`src/rtl/srx_pkg.sv`:
```
package srx_pkg;

    typedef enum logic [2:0] {
        FMT_8  = 3'b001,
        FMT_7P = 3'b011,
        FMT_9  = 3'b100,
        FMT_8W = 3'b101,
        FMT_8P = 3'b111
    } fmt_e;

    typedef struct packed {
        logic       fe;
        logic       hi;
        logic [7:0] lo;
    } rx_word_t;

    localparam int STAT_W = 9;
    localparam int ST_NE  = 0;
    localparam int ST_PE  = 3;
    localparam int ST_FE  = 4;
    localparam int ST_OV  = 5;
    localparam int ST_TO  = 7;
    localparam int ST_HF  = 8;
    localparam int SH_W   = 9;

    function automatic logic [3:0] frame_len(input logic [2:0] mode);
        case (mode)
            FMT_9, FMT_8W, FMT_8P: frame_len = 4'd9;
            default:               frame_len = 4'd8;
        endcase
    endfunction

    function automatic rx_word_t build_word(input logic [2:0] mode, input logic odd,
                                            input logic [SH_W-1:0] sh, input logic fe);
        logic [SH_W-1:0] raw;
        rx_word_t w;
        raw = sh >> (SH_W - int'(frame_len(mode)));
        w.fe = fe;
        case (mode)
            FMT_9, FMT_8W: begin
                w.hi = raw[8];
                w.lo = raw[7:0];
            end
            FMT_7P: begin
                w.hi = (^raw[7:0]) ^ odd;
                w.lo = {1'b0, raw[6:0]};
            end
            FMT_8P: begin
                w.hi = (^raw[8:0]) ^ odd;
                w.lo = raw[7:0];
            end
            default: begin
                w.hi = 1'b0;
                w.lo = raw[7:0];
            end
        endcase
        return w;
    endfunction

endpackage

```
`src/rtl/srx_sampler.sv`:
```
module srx_sampler
    import srx_pkg::*;
#(
    parameter int OSR = 16
) (
    input  logic       clk,
    input  logic       rst,
    input  logic       tick,
    input  logic       en,
    input  logic       line,
    input  logic [2:0] mode,
    input  logic       odd,
    output logic       done,
    output rx_word_t   word,
    output logic       busy
);
    localparam int CW = $clog2(OSR);
    localparam logic [CW-1:0] MID_C  = CW'(OSR / 2 - 1);
    localparam logic [CW-1:0] LAST_C = CW'(OSR - 1);

    typedef enum logic [1:0] {S_IDLE, S_START, S_DATA, S_STOP} st_e;

    st_e             st;
    logic [CW-1:0]   cnt;
    logic [3:0]      bidx;
    logic [SH_W-1:0] sh;

    always_ff @(posedge clk) begin
        if (rst) begin
            st   <= S_IDLE;
            cnt  <= '0;
            bidx <= '0;
            sh   <= '0;
            done <= 1'b0;
            word <= '0;
        end else begin
            done <= 1'b0;
            if (!en) begin
                st <= S_IDLE;
            end else if (tick) begin
                case (st)
                    S_IDLE: if (!line) begin
                        st  <= S_START;
                        cnt <= '0;
                    end
                    S_START: if (cnt == MID_C) begin
                        cnt  <= '0;
                        bidx <= '0;
                        st   <= line ? S_IDLE : S_DATA;
                    end else begin
                        cnt <= cnt + 1'b1;
                    end
                    S_DATA: if (cnt == LAST_C) begin
                        cnt  <= '0;
                        sh   <= {line, sh[SH_W-1:1]};
                        bidx <= bidx + 1'b1;
                        if (bidx == frame_len(mode) - 4'd1) st <= S_STOP;
                    end else begin
                        cnt <= cnt + 1'b1;
                    end
                    default: if (cnt == LAST_C) begin
                        st   <= S_IDLE;
                        done <= 1'b1;
                        word <= build_word(mode, odd, sh, !line);
                    end else begin
                        cnt <= cnt + 1'b1;
                    end
                endcase
            end
        end
    end

    assign busy = (st != S_IDLE);
endmodule

```
`src/rtl/srx_fifo.sv`:
```
module srx_fifo #(
    parameter int DEPTH = 16,
    parameter int W     = 10
) (
    input  logic                       clk,
    input  logic                       rst,
    input  logic                       flush,
    input  logic                       push,
    input  logic [W-1:0]               din,
    input  logic                       pop,
    output logic [W-1:0]               dout,
    output logic [$clog2(DEPTH+1)-1:0] count
);
    localparam int AW = $clog2(DEPTH);
    localparam int CNTW = $clog2(DEPTH + 1);

    logic [W-1:0]  mem [DEPTH];
    logic [AW-1:0] wp, rp;
    logic          do_push, do_pop;

    assign do_push = push && (count != CNTW'(DEPTH));
    assign do_pop  = pop && (count != '0);

    always_ff @(posedge clk) begin
        if (rst || flush) begin
            wp    <= '0;
            rp    <= '0;
            count <= '0;
        end else begin
            if (do_push) wp <= wp + 1'b1;
            if (do_pop)  rp <= rp + 1'b1;
            if (do_push && !do_pop)      count <= count + 1'b1;
            else if (do_pop && !do_push) count <= count - 1'b1;
        end
    end

    always_ff @(posedge clk) begin
        if (do_push && !flush) mem[wp] <= din;
    end

    assign dout = mem[rp];
endmodule

```
`src/rtl/srx_idle_timer.sv`:
```
module srx_idle_timer #(
    parameter int OSR       = 16,
    parameter int CHAR_BITS = 10
) (
    input  logic       clk,
    input  logic       rst,
    input  logic       tick,
    input  logic       clr,
    input  logic       run,
    input  logic [7:0] limit,
    output logic       expired
);
    localparam int CT = OSR * CHAR_BITS;
    localparam int TW = $clog2(CT);

    logic [TW-1:0] tcnt;
    logic [7:0]    ccnt;

    always_ff @(posedge clk) begin
        if (rst || clr) begin
            tcnt <= '0;
            ccnt <= '0;
        end else if (run && tick) begin
            if (tcnt == TW'(CT - 1)) begin
                tcnt <= '0;
                if (ccnt != 8'hFF) ccnt <= ccnt + 1'b1;
            end else begin
                tcnt <= tcnt + 1'b1;
            end
        end
    end

    assign expired = (limit != 8'd0) && (ccnt >= limit);
endmodule

```
`src/rtl/srx_core.sv`:
```
module srx_core
    import srx_pkg::*;
#(
    parameter int OSR   = 16,
    parameter int DEPTH = 16
) (
    input  logic              clk,
    input  logic              rst,
    input  logic              tick16,
    input  logic              rxd_pin,
    input  logic              txd_loop,
    input  logic              cfg_loop,
    input  logic              cfg_rx_en,
    input  logic [2:0]        cfg_mode,
    input  logic              cfg_odd,
    input  logic [7:0]        cfg_tmo,
    input  logic [STAT_W-1:0] cfg_irq_en,
    input  logic              rx_flush,
    input  logic              rd_en,
    output logic [9:0]        rd_data,
    output logic [STAT_W-1:0] status,
    output logic              irq
);
    localparam int CNTW = $clog2(DEPTH + 1);

    logic [1:0]      sync_q;
    logic            frame_done, busy, nonempty, full, half, pop, ovr, tmo_hit;
    rx_word_t        new_word, head;
    logic [CNTW-1:0] count;

    always_ff @(posedge clk) begin
        if (rst) sync_q <= 2'b11;
        else     sync_q <= {sync_q[0], cfg_loop ? txd_loop : rxd_pin};
    end

    srx_sampler #(.OSR(OSR)) u_samp (
        .clk(clk), .rst(rst), .tick(tick16), .en(cfg_rx_en), .line(sync_q[1]),
        .mode(cfg_mode), .odd(cfg_odd), .done(frame_done), .word(new_word), .busy(busy)
    );

    srx_fifo #(.DEPTH(DEPTH), .W(10)) u_fifo (
        .clk(clk), .rst(rst), .flush(rx_flush), .push(frame_done), .din(new_word),
        .pop(pop), .dout(head), .count(count)
    );

    assign nonempty = (count != '0);
    assign full     = (count == CNTW'(DEPTH));
    assign half     = (count >= CNTW'(DEPTH / 2));
    assign pop      = rd_en && nonempty;

    always_ff @(posedge clk) begin
        if (rst || rx_flush)         ovr <= 1'b0;
        else if (frame_done && full) ovr <= 1'b1;
        else if (pop)                ovr <= 1'b0;
    end

    srx_idle_timer #(.OSR(OSR), .CHAR_BITS(10)) u_tmr (
        .clk(clk), .rst(rst), .tick(tick16),
        .clr(frame_done || pop || rx_flush || !nonempty),
        .run(!busy), .limit(cfg_tmo), .expired(tmo_hit)
    );

    always_comb begin
        status        = '0;
        status[ST_NE] = nonempty;
        status[ST_PE] = nonempty && head.hi && cfg_mode[1];
        status[ST_FE] = nonempty && head.fe;
        status[ST_OV] = ovr;
        status[ST_TO] = tmo_hit && nonempty;
        status[ST_HF] = half;
    end

    assign rd_data = head;
    assign irq     = |(status & cfg_irq_en);
endmodule

```
`config.mk`:
```
export PLATFORM = sky130hd
export DESIGN_NAME = srx_core
export DESIGN_NICKNAME = d
export VERILOG_FILES = /design/src/rtl/srx_pkg.sv /design/src/rtl/srx_sampler.sv /design/src/rtl/srx_fifo.sv /design/src/rtl/srx_idle_timer.sv /design/src/rtl/srx_core.sv
export SDC_FILE = /design/constraint.sdc
export NUM_CORES = 1
export LEC_CHECK = 0
export ABC_AREA = 1
export BUFFER_PORTS_ARGS = -buffer_cell sky130_fd_sc_hd__buf_2
export CAP_MARGIN = 15
export CELL_PAD_IN_SITES_DETAIL_PLACEMENT = 1
export CELL_PAD_IN_SITES_GLOBAL_PLACEMENT = 1
export CORE_ASPECT_RATIO = 1.2
export CORE_MARGIN = 4
export CORE_UTILIZATION = 49
export DETAILED_ROUTE_END_ITERATION = 6
export PLACE_DENSITY = 0.8
export SYNTH_ARGS = -nofsm -noshare
export SYNTH_HDL_FRONTEND = slang
export SYNTH_SLANG_ARGS = --single-unit
```
`constraint.sdc`:
```
create_clock -name clk -period 3.3 [get_ports clk]
set_clock_uncertainty 0.05 [all_clocks]
set_input_delay 0.33 -clock clk [delete_from_list [all_inputs] [get_ports clk]]
set_output_delay 0.33 -clock clk [all_outputs]
set_load 0.02 [all_outputs]
```
==> metrics.yaml, run 1 <==
sta:
  finalCritPeriodShare: 0.869
  worst_pin_slew_ps: 925
  slew_violations: 0
  fin_crit_ps: 2870
  tns_ps: 0
  fin_ws_ps: 433
  rsz0062_at_grt: "false"
  setup_viol: 0
  maxSlewHeadroom: 0.380
  fmax_ghz: 0.349
  hold_violations: 0
synthesis:
  synth.area.mux_share: 0.0396
  syn_area_um2: 10100
  synth_adder_area_share: 0.0342
  synth_cells: 959
  yosysWarnings: 0
  syn-mean-instance-area_um2: 10.5
  synth_cell_type_count: 47
  yosys.area_share.simple: 0.117
  seq_area_frac_synth: 0.606
  synth_compound_area_frac: 0.130
  synth_top_family_by_area: "compound AO/OA/AOI/OAI gates"
  synth-seq-cells: 226
  synth-xor-area-share: 0.00780
finish:
  final.fill_count: 2244
  layout-drive-gt1-share: 0.123
  multi_input_area_um2: 3330
  fin_cells: 1302
  final_cell_mix: "edfxtp_1, nand2_1, inv_1"
  area_growth_syn_to_layout_pct: 13.6
  diodes: 0
  finalCoreUtilization: 0.567
  design_area_um2: 11500
  final_common_cell: "edfxtp_1"
  layout.nets: 1077
  regArea_um2: 6130
global_routing:
  grt_max_degree: 51
  grt_usage: 0.232
  antenna_found_initial: 0
  grt_pass1_vias: 7840
  grt_pass1_wl_mm: 42.1
  gr-total-overflow: 0
placed_design:
  dpl.cell_count: 1257
  port_buffers: 43
  post-dp-hpwl_mm: 16.9
  placed_area_um2: 10700
  detailedPlace.worstSlack_ps: 453
  gp_congestion: 0.818
clocking:
  cts_tree: "yes"
  cts_buffer_depth: 3
  insertion_delay_ps: 510
  clk_pin_slew_worst_paths_ps: 60
  cts-root-buf: "clkbuf_16"
  cts_resized: 0
  post-cts-setup-buffer-count: 0
  numCtsBuffers: 23
  clock-sinks: 226
  htreeDepth: 1
setup_path:
  cp_max_fo: 31
  cp_data_arrival_time_ps: 2490
  crit_required_ps: 2920
  critPathCaptureType: "output port"
  start_kind: "flop"
  rrSetupSlack_ps: 460
  worst-setup-path-type: "flop to output port"
  r2r_cells: 13
power_and_ir_drop:
  cellPowerDensity_nw_per_um2: 506
  irDropWorstVdd_uv: 361
  leakagePower_nw: 4.42
min_path:
  min_path_type: "primary input to flop"
  hold-path-cell-count: 3
floorplan:
  dieWidth_um: 139
  coreArea_um2: 20300
  rows: 57
  ios: 50
  start_util: 0.499
  die_h_um: 165
  die_area_um2: 23000
status:
  outcome: "complete, no violations"
drt:
  drc_errors: 0
  drtIter0Drc: 467
  drtPass1Iterations: 4
  via_count: 7219
  vias_per_cell: 5.54
  routedWlPerCell_um: 20.0
  final_antenna_net_count: 0
  finalWirelength_mm: 26.1
job:
  cap_violations: 0
-- flip-flops by register name, indices dropped and copies added (netlist names), named ones only --
signal	count
u_samp.word	10
u_samp.bidx	4
u_samp.st	2
u_fifo.wp	4
u_fifo.count	5
u_fifo.mem	160
ovr	1
u_tmr.ccnt	8
u_samp.sh	9
u_tmr.tcnt	8
u_samp.done	1
sync_q	2
u_fifo.rp	4
u_samp.cnt	4
-- report_power, final --
part           switching, mW  total [mW]  internal [mW]
Sequential           0.00257        3.00           3.00
Combinational         0.0744       0.112         0.0380
Clock                   1.07        2.69           1.62
-- critical path: stages, from the launching register on --
cell and delay, ps:
dfxtp_4 610, buf_4 380, mux2i_1 220, o21ai_0 140, o211ai_1 310, nand2_1 120, buf_2 180
-- path summary, 6_finish.rpt --
path | startpoint | end
setup / recovery | flop | rd_data[2]
hold / removal | cfg_rx_en | u_samp.st[1]
setup reg to reg | u_fifo.count[2] | u_fifo.count[4]
hold reg to reg | sync_q[0] | sync_q[1]
-- area by class of cell --
| cell class | count | share of cell area |
|---|---|---|
| multi-input cells | 574 | 0.290 |
| flip-flops and latches | 226 | 0.534 |
| clock buffers | 28 | 0.0526 |
| inverters | 124 | 0.0405 |
| repair buffers | 71 | 0.0388 |
| well taps | 265 | 0.0289 |
| clock inverters | 14 | 0.0155 |
-- routing by layer --
layer / share of wire / GRT usage / up-vias
met5: 0 / 0 / -
met2: 0.54 / 0.436 / 144
li1: - / - / 3473
met1: 0.40 / 0.278 / 3557
met4: 0.028 / 0.0778 / 0
met3: 0.036 / 0.0259 / 45
-- synthesized netlist by cell type (all sizes together) --
| library cell | count | area [µm²] |
|---|---|---|
| conb | 1 | 3.75 |
| and3 | 1 | 6.26 |
| nor3b | 3 | 22.5 |
| or2 | 2 | 12.5 |
| clkbuf | 16 | 60.1 |
| clkinv | 1 | 3.75 |
| xnor2 | 3 | 26.3 |
| o31ai | 1 | 7.51 |
| a211oi | 2 | 15.0 |
| nand2 | 131 | 519 |
| buf | 21 | 131 |
| inv | 123 | 462 |
| edfxtp | 160 | 4800 |
| nor2 | 54 | 203 |
| a21o | 2 | 15.0 |
| a31o | 1 | 8.76 |
| fa | 1 | 20.0 |
| o2111ai | 1 | 8.76 |
| nand3 | 40 | 218 |
| nand4 | 10 | 62.6 |
| ha | 26 | 325 |
| o21ai | 84 | 428 |
| nor4 | 5 | 37.5 |
| mux2i | 40 | 400 |
| o21bai | 1 | 7.51 |
| a21oi | 91 | 459 |
| dfxtp | 66 | 1320 |
| o311ai | 2 | 25.0 |
| nor3 | 18 | 100 |
| o211ai | 41 | 308 |
| a31oi | 4 | 25.0 |
| xor2 | 6 | 52.6 |
| o21a | 1 | 7.51 |
-- cells by family (layout without fill, tap and decap cells) --
kind of cell	count (synthesis)	in the layout
buffers and inverters	161	237
flip-flops	226	226
XOR/XNOR	9	9
other	1	3
multiplexers	40	40
AO/OA/AOI/OAI	231	231
AND/OR/NAND/NOR	264	264
adder cells (fa/ha/maj)	27	27
-- per-stage QoR --
| stage | total power, mW | hold WS, ps |
|---|---|---|
| 2_1_floorplan | 3.14 | 339 |
| 3_3_place_gp | 3.17 | 343 |
| 3_5_place_dp | 3.17 | 356 |
| 4_1_cts | 5.87 | 52.7 |
| 5_1_grt | 6.00 | 67.4 |
| 6_report | 5.81 | 81.3 |
-- timing repair --
item	4_1_cts	5_1_grt
setup endpoints to repair	0	0
endpoints found under the hold margin	2	0
hold buffers	3	0
(Power assumes the default switching activity.)
==> run 2, diff against run 1 <==
--- a/config.mk
+++ b/config.mk
@@ -5,16 +5,16 @@
 export SDC_FILE = /design/constraint.sdc
 export NUM_CORES = 1
 export LEC_CHECK = 0
-export ABC_AREA = 1
 export BUFFER_PORTS_ARGS = -buffer_cell sky130_fd_sc_hd__buf_2
 export CAP_MARGIN = 15
 export CELL_PAD_IN_SITES_DETAIL_PLACEMENT = 1
 export CELL_PAD_IN_SITES_GLOBAL_PLACEMENT = 1
 export CORE_ASPECT_RATIO = 1.2
 export CORE_MARGIN = 4
-export CORE_UTILIZATION = 49
+export CORE_UTILIZATION = 51
 export DETAILED_ROUTE_END_ITERATION = 6
-export PLACE_DENSITY = 0.8
+export HOLD_SLACK_MARGIN = 0.02
+export PLACE_DENSITY = 0.79
 export SYNTH_ARGS = -nofsm -noshare
 export SYNTH_HDL_FRONTEND = slang
 export SYNTH_SLANG_ARGS = --single-unit
==> constraint.sdc (replaced) <==
create_clock -name clk -period 2.8 [get_ports clk]
set_clock_uncertainty 0.05 [all_clocks]
set_input_delay 0.28 -clock clk [delete_from_list [all_inputs] [get_ports clk]]
set_output_delay 0.28 -clock clk [all_outputs]
set_load 0.02 [all_outputs]
==> metrics.yaml, run 2 <==
status:
  outcome: "complete, no violations"
global_routing:
  met2_usage: 0.398  # -0.0380
  grt_max_degree: 32  # -37%
  grt_util_met1: 0.253  # -0.0248
  antenna_found_initial: 0  # unchanged
  gr-total-overflow: 0  # unchanged
  use_met3: 0.0261  # +0.000143
  grt_pass1_vias: 6256  # -20%
  grt_usage: 0.212  # -0.0195
  top_usage_layer: "met2"
  grt_pass1_wl_mm: 34.7  # -18%
finish:
  layout.nets: 783  # -27%
  fin_cells: 994  # -24%
  final_common_cell: "edfxtp_1"
  largest-register: "u_fifo.mem"
  area_growth_syn_to_layout_pct: 15.6
  top_regs: "u_fifo.mem x160, u_samp.word x10, u_samp.sh x9"
  largest_reg_flops: 160  # unchanged
  diodes: 0  # unchanged
  final_cell_mix: "edfxtp_1, nor2_1, dfxtp_1"
  layout-drive-gt1-share: 0.245  # +0.122
synthesis:
  synth_cell_type_count: 57  # +21%
  synth_edf_count: 160  # unchanged
  ys.flop_type: "edfxtp_1"
  synth_top_family_by_area: "multiplexers"
  syn-mean-instance-area_um2: 14.6  # +38%
  yosysWarnings: 0  # unchanged
  synth-seq-cells: 226  # unchanged
  synth.area.mux_share: 0.127  # +0.0876
  synth_top_cell_area_share: 0.502  # +0.0267
  synth-async-reset-ratio: 0  # unchanged
  synth-xor-area-share: 0.0298  # +0.0220
  syn_area_um2: 9570  # -5.3%
  synth_compound_area_frac: 0.0465  # -0.0836
  synth.most_common_cell: "edfxtp_1"
  synth_cells: 656  # -32%
  synth_commonest_cells: "edfxtp_1, nor2_1, dfxtp_1"
  synth_largest_area_cell: "edfxtp_1"
  synth_area_leaders: "edfxtp_1, dfxtp_1, mux4_2"
  yosys.area_share.simple: 0.0966  # -0.0202
  synth_adder_area_share: 0.0361  # +0.00192
  seq_area_frac_synth: 0.640  # +0.0341
drt:
  final_antenna_net_count: 0  # unchanged
  routedWlPerCell_um: 22.4  # +12%
  via_count: 5737  # -21%
  drtPass1Iterations: 4  # unchanged
  drc_errors: 0  # unchanged
  finalWirelength_mm: 22.2  # -15%
  vias_per_cell: 5.77  # +4.1%
  drtIter0Drc: 353  # -24%
placed_design:
  post-dp-hpwl_mm: 14.5  # -14%
  dpl.cell_count: 942  # -25%
  detailedPlace.worstSlack_ps: -48.0  # -501 ps
  gp_congestion: 0.815  # -0.34%
  port_buffers: 43  # unchanged
power_and_ir_drop:
  leakagePower_nw: 4.08  # -7.6%
  irDropWorstVdd_uv: 432  # +20%
  cellPowerDensity_nw_per_um2: 605  # +20%
  total_power_mw: 6.70  # +15%
floorplan:
  start_util: 0.523  # +0.0236
  ios: 50  # unchanged
  coreArea_um2: 18300  # -9.6%
  dieWidth_um: 133  # -4.4%
  rows: 54  # -5.3%
  die_area_um2: 21000  # -8.6%
  die_h_um: 158  # -4.4%
clocking:
  clock-sinks: 226  # unchanged
  clk_pin_slew_worst_paths_ps: 60  # about the same
  cts_tree: "yes"
  cts_buffer_depth: 3  # unchanged
  htreeDepth: 1  # unchanged
  cts-root-buf: "clkbuf_16"
  numCtsBuffers: 23  # unchanged
  insertion_delay_ps: 500  # about the same
setup_path:
  critPathSlowestCell: "mux4_2"
  max_stage_delay_ps: 540  # -70 ps
  crit_required_ps: 2470  # -450 ps
  cp_data_arrival_time_ps: 2450  # -40 ps
  critPathCaptureType: "output port"
  start_kind: "flop"
  cp_max_fo: 8  # -74%
  crit_chain: "mux4_2, a22oi_2, nand3_2, and3_4, a211o_1, buf_6"
  crit_buf_inv: 1  # -1
  cp_top_family: "multiplexers"
  worst-setup-path-type: "flop to output port"
sta:
  setup_viol: 0  # unchanged
  worst_pin_slew_ps: 1120  # +194 ps
  tns_ps: 0  # unchanged
  rsz0062_at_grt: "true"
  hold_violations: 0  # unchanged
  finalCritPeriodShare: 0.994
  fmax_ghz: 0.359
  fin_crit_ps: 2780
  slew_violations: 0  # unchanged
  maxSlewHeadroom: 0.251  # -0.128
  fin_ws_ps: 16.0  # -417 ps
job:
  cap_violations: 0  # unchanged
min_path:
  min_path_type: "primary input to flop"
run 2: changes by cell type after synthesis, sizes merged, moves of 29 or more:
cell	previous run	this run
o211ai	41	2
nand2	131	36
mux4	0	48
o21ai	84	13
mux2i	40	11
a21oi	91	20
inv	123	16
run 2: layout make-up:
type | instances | area [µm²]
Fill cell | 1753 | 7240
Multi-Input combinational cell | 382 | 3280
Sequential cell | 226 | 6130
Inverter | 16 | 60.1
Clock inverter | 14 | 160
Clock buffer | 27 | 601
Tap cell | 252 | 315
Timing Repair Buffer | 77 | 518
run 2: tightest hold or removal path, stage by stage:
cell,delay [ps]
buf_2,130
nand2b_1,100
nor2_1,50
run 2: kinds of logic (layout without fill, tap and decap cells):
family                     after synthesis  after routing
other                                    1              3
muxes                                   61             61
DFF                                    226            226
adders and majority gates               27             27
and+or+nand+nor                        195            195
AOI/OAI and AO/OA                       65             65
xor gates and xnor gates                31             31
buffers and inverters                   50            134
run 2: final timing paths:
| check | to | start | cells past startpoint | slack (ps) |
|---|---|---|---|---|
| max | irq | flop | 6 | 20 |
| min | u_samp.st[0] | cfg_rx_en | 3 | 60 |
| max reg2reg | u_fifo.count[4] | u_fifo.count[0] | 11 | 120 |
| min reg2reg | sync_q[1] | sync_q[0] | 1 | 360 |
run 2: timing repair:
action                                  CTS  global route
buffers inserted                          5             2
pin swaps                                 1             9
endpoints found under the hold margin     1             0
resized for setup                        10            13
endpoints found under the setup margin   10            10
hold buffers                              2             0
run 2: stage by stage:
stage,instance area [µm²],hold WS [ps],util
4_1_cts,11000,37.3,0.600
5_1_grt,11100,51.2,0.604
3_5_place_dp,10100,348,0.553
6_report,11100,55.9,0.604
2_1_floorplan,9580,339,-
3_3_place_gp,10100,344,0.553
run 2: per-layer routing:
layer,wire (µm),share of wire
met1,8580,0.39
met2,12200,0.55
met3,752,0.034
met4,665,0.030
met5,0,0
run 2: report_power, final:
| part | leakage [nW] | total, mW | switching [mW] | internal, mW |
|---|---|---|---|---|
| registers | 2.30 | 3.53 | 0.00175 | 3.53 |
| logic | 1.42 | 0.0863 | 0.0531 | 0.0332 |
| clock network | 0.366 | 3.08 | 1.26 | 1.82 |
| total | 4.08 | 6.70 | 1.31 | 5.39 |
==> run 3, diff against run 2 <==
--- a/config.mk
+++ b/config.mk
@@ -17,4 +17,5 @@
 export PLACE_DENSITY = 0.79
 export SYNTH_ARGS = -nofsm -noshare
 export SYNTH_HDL_FRONTEND = slang
+export SYNTH_HIERARCHICAL = 1
 export SYNTH_SLANG_ARGS = --single-unit
==> metrics.yaml, run 3 <==
drt:
  final_antenna_net_count: 0  # unchanged
  routedWlPerCell_um: 22.8  # +1.9%
  finalWirelength_mm: 23.4  # +5.4%
  drtPass1Iterations: 5  # +1
  drtIter0Drc: 405  # +15%
  via_count: 5991  # +4.4%
  drc_errors: 0  # unchanged
  vias_per_cell: 5.83  # +0.97%
status:
  violations: "setup timing"
  outcome: "complete, but fails checks"
synthesis:
  syn_area_um2: 9670  # +1.1%
  synth_cells: 683  # +4.1%
  synth_largest_area_cell: "edfxtp_1"
  synth_commonest_cells: "edfxtp_1, nor2_1, dfxtp_1"
  synth_area_leaders: "edfxtp_1, dfxtp_1, mux4_2"
  ys.flop_type: "edfxtp_1"
  synth_top_cell_area_share: 0.497  # -0.00545
  synth_edf_count: 160  # unchanged
  syn-mean-instance-area_um2: 14.2  # -2.9%
  synth-async-reset-ratio: 0  # unchanged
  yosysWarnings: 6  # +6
  synth-seq-cells: 226  # unchanged
  synth_cell_type_count: 66  # +16%
  seq_area_frac_synth: 0.633  # -0.00695
  synth.most_common_cell: "edfxtp_1"
sta:
  rsz0062_at_grt: "true"
  worst_pin_slew_ps: 1220  # +100 ps
  setup_viol: 1  # +1
  holdWs_ps: 76.1  # +20.2 ps
  finalCritPeriodShare: 1.03  # +0.0327
  fin_ws_ps: -75.6  # -91.7 ps
  slew_violations: 0  # unchanged
  hold_violations: 0  # unchanged
  fin_crit_ps: 2880  # +91.7 ps
  fmax_ghz: 0.348  # -3.2%
  maxSlewHeadroom: 0.184  # -0.0672
clocking:
  cts_tree: "yes"
  numCtsBuffers: 23  # unchanged
  cts-root-buf: "clkbuf_16"
  insertion_delay_ps: 490  # about the same
  clk_pin_slew_worst_paths_ps: 60  # about the same
  htreeDepth: 1  # unchanged
  clock-sinks: 226  # unchanged
  cts_buffer_depth: 3  # unchanged
power_and_ir_drop:
  irDropWorstVdd_uv: 341  # -21%
  leakagePower_nw: 4.12  # +0.87%
  cellPowerDensity_nw_per_um2: 583  # -3.7%
floorplan:
  die_h_um: 159  # +0.52%
  rows: 54  # unchanged
  coreArea_um2: 18400  # +0.74%
  die_area_um2: 21200  # +1.0%
  start_util: 0.524  # +0.00187
  dieWidth_um: 134  # +0.51%
  ios: 50  # unchanged
global_routing:
  grt_pass1_vias: 6501  # +3.9%
  gr-total-overflow: 0  # unchanged
  antenna_found_initial: 0  # unchanged
  grt_usage: 0.223  # +0.0108
  grt_pass1_wl_mm: 36.8  # +6.2%
  met2_usage: 0.405  # +0.00695
  grt_max_degree: 33  # +3.1%
  use_met3: 0.0345  # +0.00843
  top_usage_layer: "met2"
  grt_util_met1: 0.278  # +0.0254
finish:
  largest-register: "u_fifo/mem"
  area_growth_syn_to_layout_pct: 15.7  # about the same
  layout.nets: 812  # +3.7%
  final_common_cell: "edfxtp_1"
  layout-drive-gt1-share: 0.242  # -0.00301
  largest_reg_flops: 160  # unchanged
  top_regs: "u_fifo/mem x160, u_samp/word x10, u_samp/sh x9"
  final_cell_mix: "edfxtp_1, nor2_1, dfxtp_1"
  finalCoreUtilization: 0.607  # +0.00256
  diodes: 0  # unchanged
setup_path:
  critPathCaptureType: "output port"
  crit_chain: "buf_12, mux4_2, a22oi_2, nand2_2, nand3_1, a22oi_1, a221o_1, buf_6"
  start_kind: "flop"
  cp_max_fo: 7  # -1
  max_stage_delay_ps: 520  # -20 ps
  worst-setup-path-type: "flop to output port"
  critPathSlowestCell: "mux4_2"
  crit_buf_inv: 2  # +1
  cp_top_family: "compound AO/OA/AOI/OAI gates"
  crit_required_ps: 2470  # about the same
  cp_data_arrival_time_ps: 2550  # +100 ps
placed_design:
  post-dp-hpwl_mm: 15.0  # +2.9%
  gp_congestion: 0.867  # +6.5%
  port_buffers: 43  # unchanged
job:
  cap_violations: 0  # unchanged
min_path:
  min_path_type: "primary input to flop"
==> run 3: cell type report <==
type | count | area (µm²)
Sequential cell | 226 | 6130
Timing Repair Buffer | 82 | 581
Multi-Input combinational cell | 405 | 3360
Clock inverter | 6 | 57.6
Inverter | 22 | 82.6
Tap cell | 252 | 315
Fill cell | 1793 | 7250
Clock buffer | 35 | 661
==> run 3: logic make-up after synthesis <==
kind of cell / synth area share
adders and majority gates: 0.0292
xor gates and xnor gates: 0.0244
AOI/OAI and AO/OA: 0.0688
DFF: 0.633
muxes: 0.108
other: 0.000388
and+or+nand+nor: 0.107
buffers and inverters: 0.0290
==> run 3: timing repair <==
item | in CTS | in global routing
hold buffers | 4 | 0
resized for setup | 26 | 2
endpoints found under the setup margin | 5 | 5
buffers inserted | 4 | 3
pin swaps | 11 | 3
endpoints found under the hold margin | 3 | 0
gates cloned | 1 | 0
==> run 3: stage by stage <==
step / instances / power (mW) / cell area (µm²) / setup slack [ps] / TNS, ps
2_1_floorplan: 685 / 3.66 / 9680 / 28.9 / 0
3_3_place_gp: 971 / 3.68 / 10200 / 95.9 / 0
3_5_place_dp: 971 / 3.69 / 10200 / -32.1 / -32.1
4_1_cts: 1021 / 6.60 / 11100 / -56.3 / -56.3
5_1_grt: 1028 / 6.77 / 11200 / -201 / -622
6_report: 1028 / 6.53 / 11200 / -75.6 / -75.6
==> run 3: layer usage <==
metal  wire, µm  vias to the layer above
li1           -                     2745
met1       9230                     3067
met2      12600                      147
met3       1080                       32
met4        482                        0
met5          0                        -
==> run 3: final timing paths <==
path                   start         endpoint  slack, ps  depth (start not counted)
max reg2reg  u_fifo/count[0]  u_fifo/count[3]         90                         11
min reg2reg        sync_q[0]        sync_q[1]        370                          1
min                    rd_en              ovr         80                          3
max                     flop              irq        -80                          8
==> run 3: tightest hold or removal path, stage by stage <==
cell and delay, ps:
buf_2 100, nand2b_1 110, a311oi_1 70
==> run 3: power by group <==
part           total, mW  leakage (nW)  switching, mW  internal (mW)
clock               2.90         0.354           1.18           1.72
sequential          3.54          2.30        0.00219           3.53
combinational     0.0904          1.46         0.0543         0.0360
